### src/rtl/qnt4_pkg.sv
package qnt4_pkg;
  typedef enum logic [1:0] {
    ST_LOAD,
    ST_SCALE,
    ST_RECIP,
    ST_EMIT
  } qnt_state_e;
endpackage

### src/rtl/qnt4_seq_div.sv
module qnt4_seq_div #(
  parameter int NUM_W = 25,
  parameter int DEN_W = 16
) (
  input  logic             clk_i,
  input  logic             rst_ni,
  input  logic             start_i,
  input  logic [NUM_W-1:0] num_i,
  input  logic [DEN_W-1:0] den_i,
  output logic             busy_o,
  output logic             done_o,
  output logic [NUM_W-1:0] quo_o
);
  localparam int CNT_W = $clog2(NUM_W + 1);

  logic [NUM_W-1:0] num_q;
  logic [DEN_W-1:0] den_q, rem_q;
  logic [CNT_W-1:0] cnt_q;
  logic             busy_q, done_q;
  logic [DEN_W:0]   trial;
  logic             q_bit;
  logic [DEN_W:0]   diff;

  always_comb begin
    trial = {rem_q, num_q[NUM_W-1]};
    diff  = trial - {1'b0, den_q};
    q_bit = (trial >= {1'b0, den_q});
  end

  // restoring: quotient bits shift in where dividend bits shift out
  always_ff @(posedge clk_i or negedge rst_ni) begin
    if (!rst_ni) begin
      num_q  <= '0;
      den_q  <= '0;
      rem_q  <= '0;
      cnt_q  <= '0;
      busy_q <= 1'b0;
      done_q <= 1'b0;
    end else begin
      done_q <= 1'b0;
      if (start_i && !busy_q) begin
        num_q  <= num_i;
        den_q  <= den_i;
        rem_q  <= '0;
        cnt_q  <= CNT_W'(NUM_W);
        busy_q <= 1'b1;
      end else if (busy_q) begin
        rem_q <= q_bit ? diff[DEN_W-1:0] : trial[DEN_W-1:0];
        num_q <= {num_q[NUM_W-2:0], q_bit};
        cnt_q <= cnt_q - 1'b1;
        if (cnt_q == CNT_W'(1)) begin
          busy_q <= 1'b0;
          done_q <= 1'b1;
        end
      end
    end
  end

  assign busy_o = busy_q;
  assign done_o = done_q;
  assign quo_o  = num_q;

  a_r3_no_restart_busy: assert property (@(posedge clk_i) disable iff (!rst_ni)
    start_i |-> !busy_o);
  a_r3_done_single: assert property (@(posedge clk_i) disable iff (!rst_ni)
    done_o |=> !done_o);
endmodule

### src/rtl/qnt4_grp_buf.sv
module qnt4_grp_buf #(
  parameter int DATA_W = 8,
  parameter int DEPTH  = 128,
  localparam int AW    = $clog2(DEPTH)
) (
  input  logic              clk_i,
  input  logic              wr_en_i,
  input  logic [AW-1:0]     wr_addr_i,
  input  logic [DATA_W-1:0] wr_data_i,
  input  logic [AW-1:0]     rd_addr_i,
  output logic [DATA_W-1:0] rd_data_o
);
  logic [DATA_W-1:0] mem_q [DEPTH];

  always_ff @(posedge clk_i) begin
    if (wr_en_i) mem_q[wr_addr_i] <= wr_data_i;
  end

  assign rd_data_o = mem_q[rd_addr_i];
endmodule

### src/rtl/qnt4_range_track.sv
module qnt4_range_track #(
  parameter int DATA_W = 8
) (
  input  logic                     clk_i,
  input  logic                     rst_ni,
  input  logic                     en_i,
  input  logic                     first_i,
  input  logic signed [DATA_W-1:0] data_i,
  output logic signed [DATA_W-1:0] min_o,
  output logic signed [DATA_W-1:0] max_o
);
  logic signed [DATA_W-1:0] min_q, max_q;

  always_ff @(posedge clk_i or negedge rst_ni) begin
    if (!rst_ni) begin
      min_q <= '0;
      max_q <= '0;
    end else if (en_i) begin
      if (first_i || data_i < min_q) min_q <= data_i;
      if (first_i || data_i > max_q) max_q <= data_i;
    end
  end

  assign min_o = min_q;
  assign max_o = max_q;

  a_r3_min_le_max: assert property (@(posedge clk_i) disable iff (!rst_ni)
    (en_i && first_i) |=> (min_o <= max_o));
endmodule

### src/rtl/qnt4_round_clip.sv
module qnt4_round_clip #(
  parameter int IN_W    = 9,
  parameter int RECIP_W = 25,
  parameter int SHIFT   = 16,
  parameter int CODE_W  = 4
) (
  input  logic signed [IN_W-1:0]  val_i,
  input  logic [RECIP_W-1:0]      recip_i,
  input  logic [CODE_W-1:0]       off_i,
  output logic [CODE_W-1:0]       code_o
);
  localparam int PROD_W = IN_W + RECIP_W + 1;
  localparam logic signed [PROD_W-1:0] HALF   = PROD_W'(1) <<< (SHIFT - 1);
  localparam logic signed [PROD_W-1:0] QMAX_S = PROD_W'((1 << CODE_W) - 1);

  logic signed [PROD_W-1:0] val_x, rec_x, prod, rnd, shifted, sum;

  always_comb begin
    val_x   = PROD_W'(val_i);
    rec_x   = PROD_W'({1'b0, recip_i});
    prod    = val_x * rec_x;
    rnd     = prod + HALF;
    shifted = rnd >>> SHIFT;
    sum     = shifted + PROD_W'({1'b0, off_i});
    if (sum[PROD_W-1])    code_o = '0;
    else if (sum > QMAX_S) code_o = '1;
    else                   code_o = sum[CODE_W-1:0];
  end
endmodule

### src/rtl/qnt4_dequant.sv
module qnt4_dequant #(
  parameter int CODE_W  = 4,
  parameter int SCALE_W = 16,
  localparam int DQ_W   = CODE_W + SCALE_W + 2
) (
  input  logic                   clk_i,
  input  logic                   rst_ni,
  input  logic                   valid_i,
  output logic                   ready_o,
  input  logic [CODE_W-1:0]      code_i,
  input  logic [CODE_W-1:0]      zero_i,
  input  logic [SCALE_W-1:0]     scale_i,
  output logic                   valid_o,
  input  logic                   ready_i,
  output logic signed [DQ_W-1:0] value_o
);
  logic signed [DQ_W-1:0] diff_x, scl_x, prod;
  logic signed [DQ_W-1:0] value_q;
  logic                   valid_q;

  always_comb begin
    diff_x = DQ_W'($signed({1'b0, code_i})) - DQ_W'($signed({1'b0, zero_i}));
    scl_x  = DQ_W'({1'b0, scale_i});
    prod   = diff_x * scl_x;
  end

  assign ready_o = !valid_q || ready_i;

  always_ff @(posedge clk_i or negedge rst_ni) begin
    if (!rst_ni) begin
      valid_q <= 1'b0;
      value_q <= '0;
    end else if (ready_o) begin
      valid_q <= valid_i;
      if (valid_i) value_q <= prod;
    end
  end

  assign valid_o = valid_q;
  assign value_o = value_q;

  a_r9_hold_stall: assert property (@(posedge clk_i) disable iff (!rst_ni)
    (valid_o && !ready_i) |=> (valid_o && $stable(value_o)));
  a_r9_one_cycle: assert property (@(posedge clk_i) disable iff (!rst_ni)
    (valid_i && ready_o) |=> valid_o);
endmodule

### src/rtl/int4_group_quantizer.sv
module int4_group_quantizer #(
  parameter int DATA_W       = 8,
  parameter int GROUP_SIZE   = 128,
  parameter int CODE_W       = 4,
  parameter int FRAC_W       = 8,
  parameter int RECIP_FRAC_W = 16,
  parameter int SCALE_W      = 16,
  localparam int DQ_W        = CODE_W + SCALE_W + 2
) (
  input  logic                   clk_i,
  input  logic                   rst_ni,
  input  logic                   in_valid_i,
  output logic                   in_ready_o,
  input  logic [DATA_W-1:0]      in_weight_i,
  output logic                   out_valid_o,
  input  logic                   out_ready_i,
  output logic [CODE_W-1:0]      out_code_o,
  output logic [SCALE_W-1:0]     out_scale_o,
  output logic [CODE_W-1:0]      out_zero_o,
  output logic                   out_last_o,
  input  logic                   dq_valid_i,
  output logic                   dq_ready_o,
  input  logic [CODE_W-1:0]      dq_code_i,
  input  logic [CODE_W-1:0]      dq_zero_i,
  input  logic [SCALE_W-1:0]     dq_scale_i,
  output logic                   dq_valid_o,
  input  logic                   dq_ready_i,
  output logic [DQ_W-1:0]        dq_value_o
);
  import qnt4_pkg::*;

  localparam int IDX_W   = $clog2(GROUP_SIZE);
  localparam int RANGE_W = DATA_W + 1;
  localparam int NUM_W   = FRAC_W + RECIP_FRAC_W + 1;
  localparam int QMAX    = (1 << CODE_W) - 1;
  localparam logic [NUM_W-1:0] RECIP_NUM = {1'b1, {(NUM_W-1){1'b0}}};
  localparam logic [IDX_W-1:0] LAST_IDX  = IDX_W'(GROUP_SIZE - 1);

  qnt_state_e state_q;
  logic [IDX_W-1:0]   idx_q;
  logic [SCALE_W-1:0] scale_q;
  logic [NUM_W-1:0]   recip_q;
  logic [CODE_W-1:0]  zero_q;
  logic               start_q;

  logic in_fire, out_fire, flat;
  logic signed [DATA_W-1:0]  min_w, max_w;
  logic signed [RANGE_W-1:0] min_x, max_x, neg_min, span_s, wt_x;
  logic [RANGE_W-1:0]        span_u;
  logic [NUM_W-1:0]          div_num, div_quo;
  logic [SCALE_W-1:0]        div_den;
  logic                      div_busy, div_done;
  logic [DATA_W-1:0]         rd_data;
  logic [CODE_W-1:0]         zero_calc, code_calc;

  assign in_ready_o  = (state_q == ST_LOAD);
  assign out_valid_o = (state_q == ST_EMIT);
  assign in_fire     = in_valid_i && in_ready_o;
  assign out_fire    = out_valid_o && out_ready_i;

  qnt4_grp_buf #(.DATA_W(DATA_W), .DEPTH(GROUP_SIZE)) u_buf (
    .clk_i     (clk_i),
    .wr_en_i   (in_fire),
    .wr_addr_i (idx_q),
    .wr_data_i (in_weight_i),
    .rd_addr_i (idx_q),
    .rd_data_o (rd_data)
  );

  qnt4_range_track #(.DATA_W(DATA_W)) u_range (
    .clk_i   (clk_i),
    .rst_ni  (rst_ni),
    .en_i    (in_fire),
    .first_i (idx_q == '0),
    .data_i  (in_weight_i),
    .min_o   (min_w),
    .max_o   (max_w)
  );

  always_comb begin
    min_x   = RANGE_W'(min_w);
    max_x   = RANGE_W'(max_w);
    neg_min = -min_x;
    span_s  = max_x - min_x;
    span_u  = span_s;
    flat    = (span_u == '0);
    wt_x    = RANGE_W'($signed(rd_data));
  end

  // one divider, two jobs: span*2^F/15 then 2^(F+R)/scale
  assign div_num = (state_q == ST_SCALE) ? NUM_W'({span_u, {FRAC_W{1'b0}}}) : RECIP_NUM;
  assign div_den = (state_q == ST_SCALE) ? SCALE_W'(QMAX) : scale_q;

  qnt4_seq_div #(.NUM_W(NUM_W), .DEN_W(SCALE_W)) u_div (
    .clk_i   (clk_i),
    .rst_ni  (rst_ni),
    .start_i (start_q),
    .num_i   (div_num),
    .den_i   (div_den),
    .busy_o  (div_busy),
    .done_o  (div_done),
    .quo_o   (div_quo)
  );

  qnt4_round_clip #(.IN_W(RANGE_W), .RECIP_W(NUM_W), .SHIFT(RECIP_FRAC_W), .CODE_W(CODE_W))
  u_zero (
    .val_i   (neg_min),
    .recip_i (div_quo),
    .off_i   ('0),
    .code_o  (zero_calc)
  );

  qnt4_round_clip #(.IN_W(RANGE_W), .RECIP_W(NUM_W), .SHIFT(RECIP_FRAC_W), .CODE_W(CODE_W))
  u_code (
    .val_i   (wt_x),
    .recip_i (recip_q),
    .off_i   (zero_q),
    .code_o  (code_calc)
  );

  always_ff @(posedge clk_i or negedge rst_ni) begin
    if (!rst_ni) begin
      state_q <= ST_LOAD;
      idx_q   <= '0;
      scale_q <= SCALE_W'(1);
      recip_q <= '0;
      zero_q  <= '0;
      start_q <= 1'b0;
    end else begin
      start_q <= 1'b0;
      unique case (state_q)
        ST_LOAD: if (in_fire) begin
          if (idx_q == LAST_IDX) begin
            idx_q   <= '0;
            state_q <= ST_SCALE;
            start_q <= 1'b1;
          end else begin
            idx_q <= idx_q + 1'b1;
          end
        end
        ST_SCALE: if (div_done) begin
          scale_q <= flat ? SCALE_W'(1) : div_quo[SCALE_W-1:0];
          state_q <= ST_RECIP;
          start_q <= 1'b1;
        end
        ST_RECIP: if (div_done) begin
          recip_q <= div_quo;
          zero_q  <= zero_calc;
          state_q <= ST_EMIT;
        end
        ST_EMIT: if (out_fire) begin
          if (idx_q == LAST_IDX) begin
            idx_q   <= '0;
            state_q <= ST_LOAD;
          end else begin
            idx_q <= idx_q + 1'b1;
          end
        end
        default: state_q <= ST_LOAD;
      endcase
    end
  end

  assign out_code_o  = flat ? zero_q : code_calc;
  assign out_scale_o = scale_q;
  assign out_zero_o  = zero_q;
  assign out_last_o  = out_valid_o && (idx_q == LAST_IDX);

  qnt4_dequant #(.CODE_W(CODE_W), .SCALE_W(SCALE_W)) u_dq (
    .clk_i   (clk_i),
    .rst_ni  (rst_ni),
    .valid_i (dq_valid_i),
    .ready_o (dq_ready_o),
    .code_i  (dq_code_i),
    .zero_i  (dq_zero_i),
    .scale_i (dq_scale_i),
    .valid_o (dq_valid_o),
    .ready_i (dq_ready_i),
    .value_o (dq_value_o)
  );

  a_r2_no_ingest_emit: assert property (@(posedge clk_i) disable iff (!rst_ni)
    out_valid_o |-> !in_ready_o);
  a_r3_scale_nonzero: assert property (@(posedge clk_i) disable iff (!rst_ni)
    out_valid_o |-> (out_scale_o != '0));
  a_r3_scale_fits: assert property (@(posedge clk_i) disable iff (!rst_ni)
    (state_q == ST_SCALE && div_done) |-> (div_quo[NUM_W-1:SCALE_W] == '0));
  a_r3_div_idle_ingest: assert property (@(posedge clk_i) disable iff (!rst_ni)
    in_ready_o |-> !div_busy);
  a_r8_hold_stall: assert property (@(posedge clk_i) disable iff (!rst_ni)
    (out_valid_o && !out_ready_i) |=> (out_valid_o && $stable(out_code_o)
      && $stable(out_scale_o) && $stable(out_zero_o) && $stable(out_last_o)));
  a_r7_meta_stable: assert property (@(posedge clk_i) disable iff (!rst_ni)
    (out_fire && !out_last_o) |=> ($stable(out_scale_o) && $stable(out_zero_o)));
  a_r7_last_closes: assert property (@(posedge clk_i) disable iff (!rst_ni)
    (out_fire && out_last_o) |=> (!out_valid_o && in_ready_o));
endmodule

### config.mk
export PLATFORM = sky130hd
export DESIGN_NAME = int4_group_quantizer
export DESIGN_NICKNAME = d
export VERILOG_FILES = /design/src/rtl/qnt4_pkg.sv /design/src/rtl/qnt4_seq_div.sv /design/src/rtl/qnt4_grp_buf.sv /design/src/rtl/qnt4_range_track.sv /design/src/rtl/qnt4_round_clip.sv /design/src/rtl/qnt4_dequant.sv /design/src/rtl/int4_group_quantizer.sv
export SDC_FILE = /design/constraint.sdc
export NUM_CORES = 2
export LEC_CHECK = 0
export BUFFER_PORTS_ARGS = -buffer_cell sky130_fd_sc_hd__buf_2
export CORE_MARGIN = 2
export CORE_UTILIZATION = 60
export CTS_BUF_LIST = sky130_fd_sc_hd__clkbuf_8
export DETAILED_ROUTE_END_ITERATION = 10
export GPL_TIMING_DRIVEN = 0
export HOLD_SLACK_MARGIN = 0.08
export PLACE_DENSITY = 0.86
export SLEW_MARGIN = 10
export SYNTH_ARGS = -nofsm -noshare
export SYNTH_HDL_FRONTEND = slang
export SYNTH_HIERARCHICAL = 1
export SYNTH_SLANG_ARGS = --single-unit
### constraint.sdc
create_clock -name clk_i -period 21.2 [get_ports clk_i]
set_input_delay 4.24 -clock clk_i [delete_from_list [all_inputs] [get_ports clk_i]]
set_output_delay 4.24 -clock clk_i [all_outputs]
set_load 0.01 [all_outputs]
Yosys cells after proc, flatten, opt, wreduce, memory -nomap -nowiden
Memories as Yosys holds them, arrays and structs flattened. Index checks and enable logic that the tools add are counted.

Multiply operators: 3. Reduce and logical (&&, ||, !) cells: 21. $lt $le $gt $ge: 5. $add $sub $neg: 9. Equality and inequality tests: 11. Multiplexer cells: 38.

Operator list (count): $mux W16 (5); $mux W25 (3); $add A34 B17 Y35 const B (1); $add A35 B17 Y35 const B (1); $gt A35 B5 Y1 const B (1); $mul A9 B26 Y35 (1); $mul A8 B26 Y34 (1); $mul A22 B17 Y22 (1); $mux W7 (3); $add A19 B5 Y20 (1); $mux W4 (5); $gt A19 B5 Y1 const B (1); $ge A17 B16 Y1 (1); $sub A16 B16 Y16 (1); $pmux W7 S2 (1); $mux W2 (6); $ne A2 B1 Y1 const B (6); $mux W1 (11); $mux W5 (2); $reduce_and A2 Y1 (5); $logic_not A9 Y1 (1); $neg A8 Y9 (1); $sub A8 B8 Y9 (1); $gt A8 B8 Y1 (1); other kinds (18) (26).

Register bits after elaboration: 158. Memories: 1. Logic and storage cells: 104. Output and inout port bits: 51. Memory bits (writable): 1024.

Memories: u_buf.mem_q (depth 128, bits a word 8, rd ports 1, clocked after Yosys merged registers in 0, write ports 1, RTL line qnt4_grp_buf.sv:13) `logic [DATA_W-1:0] mem_q [DEPTH];`.

Depth between registers and ports, before layout
An unclocked memory read counts as a cell.

Word-level depth: 8. Gate-level depth with buffers: 39.

Modules after synthesis
Netlist, hierarchy kept.

Modules (own cells, without submodules): qnt4_grp_buf (sequential area each 30749.5 µm², instances 1, cells each 1627, area each 39505.4 µm²); qnt4_round_clip at u_code (sequential area each 0.0 µm², instances 1, cells each 971, area each 8276.7 µm²); qnt4_round_clip at u_zero (sequential area each 0.0 µm², instances 1, cells each 938, area each 8035.2 µm²); qnt4_dequant (sequential area each 575.6 µm², instances 1, cells each 461, area each 3901.2 µm²); qnt4_seq_div (sequential area each 1601.5 µm², instances 1, cells each 416, area each 3792.4 µm²); int4_group_quantizer (sequential area each 1377.6 µm², instances 1, cells each 289, area each 2995.4 µm²); qnt4_range_track (sequential area each 400.4 µm², instances 1, cells each 91, area each 1001.0 µm²).

Worst setup path after synthesis
No wires, ideal clock.

Path kind: flip-flop to output port. Start: register idx_q[0]. End: output out_code_o[0]. Arrival: 9.240 ns. Setup slack: 7.720 ns. Cell stages (with the launch flop): 34. Path buffers: 3. Cells stage by stage: dfrtp_1 -> clkbuf_1 -> buf_1 -> mux4_2 -> mux4_2 -> mux4_2 -> mux2_2 -> clkbuf_1 -> and2_1 -> fa_1 -> inv_1 -> fa_1 -> inv_1 -> fa_1 -> fa_1 -> fa_1 -> ha_1 -> and3_2 -> a31oi_1 -> nor2b_1 -> a21oi_1 -> xnor2_1 -> ha_1 -> fa_1 -> a21o_1 -> a21o_1 -> and4_1 -> nor2_1 -> o21ai_0 -> a2111oi_0 -> o22ai_1 -> and4bb_4 -> a41oi_1 -> mux2_4.

Longest elaborated chain between the ends: 8.

RTL lines: start: declaration (RTL line int4_group_quantizer.sv:40) `logic [IDX_W-1:0] idx_q;`; start signal: assignment (RTL line int4_group_quantizer.sv:138) `idx_q <= idx_q + 1'b1;`; start signal: assignment (RTL line int4_group_quantizer.sv:156) `idx_q <= idx_q + 1'b1;`; $mem_v2 Z128 W8 (*); named net rd_data[3] (RTL line int4_group_quantizer.sv:53) `logic [DATA_W-1:0] rd_data;`; $mul A8 B26 Y34 (*) (RTL line qnt4_round_clip.sv:21) `prod = val_x * rec_x;`; $add A34 B17 Y35 (*) (RTL line qnt4_round_clip.sv:22) `rnd = prod + HALF;`; $add A19 B5 Y20 (*) (RTL line qnt4_round_clip.sv:24) `sum = shifted + PROD_W'({1'b0, off_i});`; $gt A35 B5 Y1 (RTL line qnt4_round_clip.sv:26) `else if (sum > QMAX_S) code_o = '1;`; $mux W4 (RTL line qnt4_round_clip.sv:26); $mux W4 (*) (RTL line qnt4_round_clip.sv:25) `if (sum[PROD_W-1]) code_o = '0;`; named net code_calc[0] (RTL line int4_group_quantizer.sv:54) `logic [CODE_W-1:0] zero_calc, code_calc;`; $mux W4 (*) (RTL line int4_group_quantizer.sv:164) `assign out_code_o = flat ? zero_q : code_calc;`; end: declaration (RTL line int4_group_quantizer.sv:17) `output logic [CODE_W-1:0] out_code_o,`.

The timed path passes the listed nets; every way through them passes the cells marked *.

Worst setup path in the final report
Start: register idx_q[2]. End: output out_code_o[0].

The elaborated chain is that of the path after synthesis.

==> impl_summary.txt <==
----------------------------------------------------
[Outcome]
  Result of the run ... complete, no violations

[Timing]
  Final setup margin ... 4.24 ns
  Worst relative slew slack ... 0.797%
  Final period util ... 80.0%
  Worst-Margin Slew ... 1.49 ns
  RSZ-0062 raised after global routing ... no
  Final sum of negative setup slack ... 0 ns
  Min Tclk post-route ... 16.96 ns
  Hold Fails Final Rpt ... 0
  Final-report max-slew violation count ... 0
  Final Setup Violations ... 0
  Achievable frequency ... just under 60 MHz
  Setup Skew ... 0.0594 ns

[Detailed routing]
  Sum of met3 wire segment lengths after detailed routing ... 18.8 mm
  Post-Route M1 WL ... 61.9 mm
  Remaining routing DRC violations ... 0
  Routed wire length ... approximately 180 mm
  Routed Antenna Nets ... 0
  Post-detailed-route via-to-cell ratio ... 6.44
  Avg WL per Cell ... roughly 26 um
  Iter 0 DRT Violations ... 5353
  Number of vias in the routed layout ... roughly 43000
  DR top layer ... met5
  First drt pass iteration count ... 6
  Amount of wire on met2 after detailed routing ... 86.8 mm

[Yosys]
  Number of synthesized flops with an enable pin ... 1024
  Proportion of synthesized area in mux cells ... between 10% and 20%
  Syn Std Cell Area ... 0.0675 mm2
  Flip-flop and latch count after synthesis ... roughly 1200
  Area fraction in compound gates after synthesis ... 5.13%
  Dominant cell by count in the synthesized netlist ... edfxtp_1
  Cell count after synthesis ... 4793
  Dominant combinational cell family by area after synthesis ... adder cells
  Commonest cells in the synthesized netlist ... edfxtp_1 (1024), inv_1 (480), nand2_1 (423)
  Count of different cell masters after synthesis ... 125
  Library cell occupying the most area in the post-synthesis netlist ... edfxtp_1
  Top cell type's share of synthesized area ... 45.5%
  Adder-cell share of the synthesized area ... 16.0%
  Leading post-synthesis cells by cell area ... edfxtp_1 (46%), mux4_2 (11%), fa_1 (11%)
  Proportion of synthesized flip-flops having asynchronous set or reset ... 13.4%
  Top flip-flop cell by instance count after synthesis ... edfxtp_1
  Share of synthesized area occupied by flip-flops and latches ... 51.4%
  Number of warning messages in the yosys log ... 6
  Average footprint of a synthesized cell ... approximately 14 um2
  Area share of and/or/nand/nor cells after synthesis ... about a tenth
  Parity-gate share of the synthesized area counting xor and xnor cells ... less than 1%

[Power and ir drop]
  Power density over cell area ... ~66 mW/mm2
  P_leak ... 0.0280 uW
  Switching share of power ... about 25%
  Reg power frac ... around 53%
  Max rail drop VDD ... about 80 uV
  Portion of total power attributed to combinational logic ... 9.6%
  Internal ... 3630 uW
  Net switching power ... 1210 uW
  Portion of total power attributed to the clock network ... a little under two fifths

[Floorplanning]
  Die area ... roughly 0.12 mm2
  Number of core rows ... 123
  Area of the core region ... 0.112 mm2
  Vertical die dimension ... about 340 um
  Initial Utilization ... 60.3%
  Die width ... 339 um
  IO Count ... 89

[Global routing]
  Remaining global-route overflow ... 0
  Maximum number of pins on one net before global-route repair ... approximately 110
  GRT Resource Usage Total ... 31.1%
  Antenna violations before repair ... 11
  Via count of the first global-routing pass ... 44400
  Global-route wire length before repair ... 269 mm

[Placement]
  HPWL after DPL ... 126 mm
  Post-Place Setup Slack ... 5.38 ns
  Gpl congestion ... 0.956
  Number of I/O port buffers ... 88
  Placed Cells ... around 6400

[Critical path]
  Nature of the critical path startpoint ... flip-flop
  Arrival @ worst endpoint ... 12.72 ns
  WS Path Type ... flip-flop to output port
  Crit path max-delay cell type ... buf_1
  Longest individual stage delay on the worst path ... 0.80 ns
  Crit path capture type ... output port
  Most prevalent standard cell on the critical path ... fa_1
  Largest fanout on the critical path ... 11
  Required @ worst endpoint ... between 15 and 20 ns

[Min path]
  Classification of the worst-slack hold path ... flip-flop to flip-flop

[Clock tree]
  Count of clock tree sinks ... 1182
  Post-CTS setup buffer count ... 0
  Cts repair resizes ... 0
  CTS buffer count ... 182
  # H-tree levels ... 4
  Source-to-sink clock delay at the later pin of the worst-skew pair ... 0.89 ns
  Number of hold buffers added after CTS ... 0
  Maximum count of clock buffers along a single path ... 3
  Clock tree from TritonCTS ... done
  CTS clk-pin slew, worst paths ... 0.06 ns
  Clock Tree Root ... clkbuf_8

[Run]
  Max-cap violation count ... 0

[Final layout]
  Layout Area Growth over Synthesis ... 9.11%
  Layout cells sized above 1 ... 16.8%
  Final standard cell count with taps included and fillers excluded ... around 6700
  Number of filler cells placed in the layout ... roughly 7500
  Final nets ... a little under 6000

----------------------------------------------------
## cell usage in the layout (no fill, tap or decap), types with 137 or more instances in the layout
cell / n
edfxtp_1: 1024
fa_1: 370
mux4_2: 336
inv_1: 533
clkbuf_1: 137
dfrtp_1: 157
clkbuf_8: 191
ha_1: 269
nand2_1: 423
nor2_1: 216
and2_1: 264
## layer usage
metal  track usage, %  vias to the layer above
met2             50.7                     2919
met5                0                        -
li1                 -                    18000
met3             6.36                      621
met1             39.6                    21800
met4             16.8                       16
## layout make-up
cell class / count / area [um2] / area share, %
repair buffers: 97 / 703 / 0.955
well taps: 1500 / 1880 / 2.55
plain buffers: 214 / 950 / 1.29
multi-input cells: 2935 / 30200 / 40.9
clock inverters: 138 / 822 / 1.12
inverters: 481 / 1810 / 2.45
clock buffers: 191 / 2630 / 3.57
flip-flops and latches: 1182 / 34700 / 47.1
diodes: 5 / 12.5 / 0.0170
## power groups by stage
stage	sequential, uW	clock (uW)	combinational [uW]
after floorplan	2620	0	308
after global placement	2610	0	439
after detailed placement	2610	0	463
after CTS	2560	1840	465
after global routing	2560	1930	530
final	2560	1810	466
## path summary, 6_finish.rpt
kind | from | endpoint | slack (ns) | cells after the start
setup reg to reg | u_range/min_o[0] | out_zero_o[3] | 12.48 | 24
hold / removal | u_dq/value_o[0] | u_dq/value_o[0] | 0.47 | 2
setup / recovery | idx_q[2] | out_code_o[0] | 4.24 | 38
max in group asynchronous | rst_ni | u_div/den_q[0] | 16.95 | 2
hold reg to reg | u_dq/value_o[0] | u_dq/value_o[0] | 0.47 | 2
min in group asynchronous | rst_ni | recip_q[0] | 3.30 | 1
## critical path, delay by kind of cell, from the launching register on
family / cells / cell delay, ns
multiplexers: 5 / 2.17
buffers and inverters: 8 / 2.53
XOR/XNOR: 1 / 0.19
flip-flops: 1 / 0.66
AND/OR/NAND/NOR: 7 / 1.27
AO/OA/AOI/OAI: 10 / 2.19
adder cells (fa/ha/maj): 7 / 2.84
## cell families (layout without fill, tap and decap cells)
family | Yosys count | count (layout)
fa+ha+maj | 639 | 639
compound gates | 495 | 495
other cells | 1 | 25
xor+xnor | 68 | 68
simple gates | 1283 | 1283
buf+inv | 695 | 1121
flops | 1182 | 1182
mux | 430 | 430
## through the flow
stage | hold slack [ns] | cell area (um2) | util [%] | total power [uW]
after global routing | 0.499 | 73700 | 65.7 | 5020
after floorplan | 0.456 | 67600 | - | 2920
after detailed placement | 0.456 | 70200 | 62.6 | 3070
final | 0.470 | 73700 | 65.7 | 4840
after global placement | 0.447 | 69900 | 62.4 | 3050
after CTS | 0.470 | 73600 | 65.7 | 4870
## registers in the layout, summed over array words and instances, names as in the netlist, 7 cells and up
signal / count
u_dq/value_o: 22
recip_q: 25
idx_q: 7
u_div/rem_q: 16
u_range/max_o: 8
u_div/quo_o: 25
u_buf/mem_q: 1024
out_scale_o: 16
u_range/min_o: 8
u_div/den_q: 16
Power figures use the tool's default switching activity.
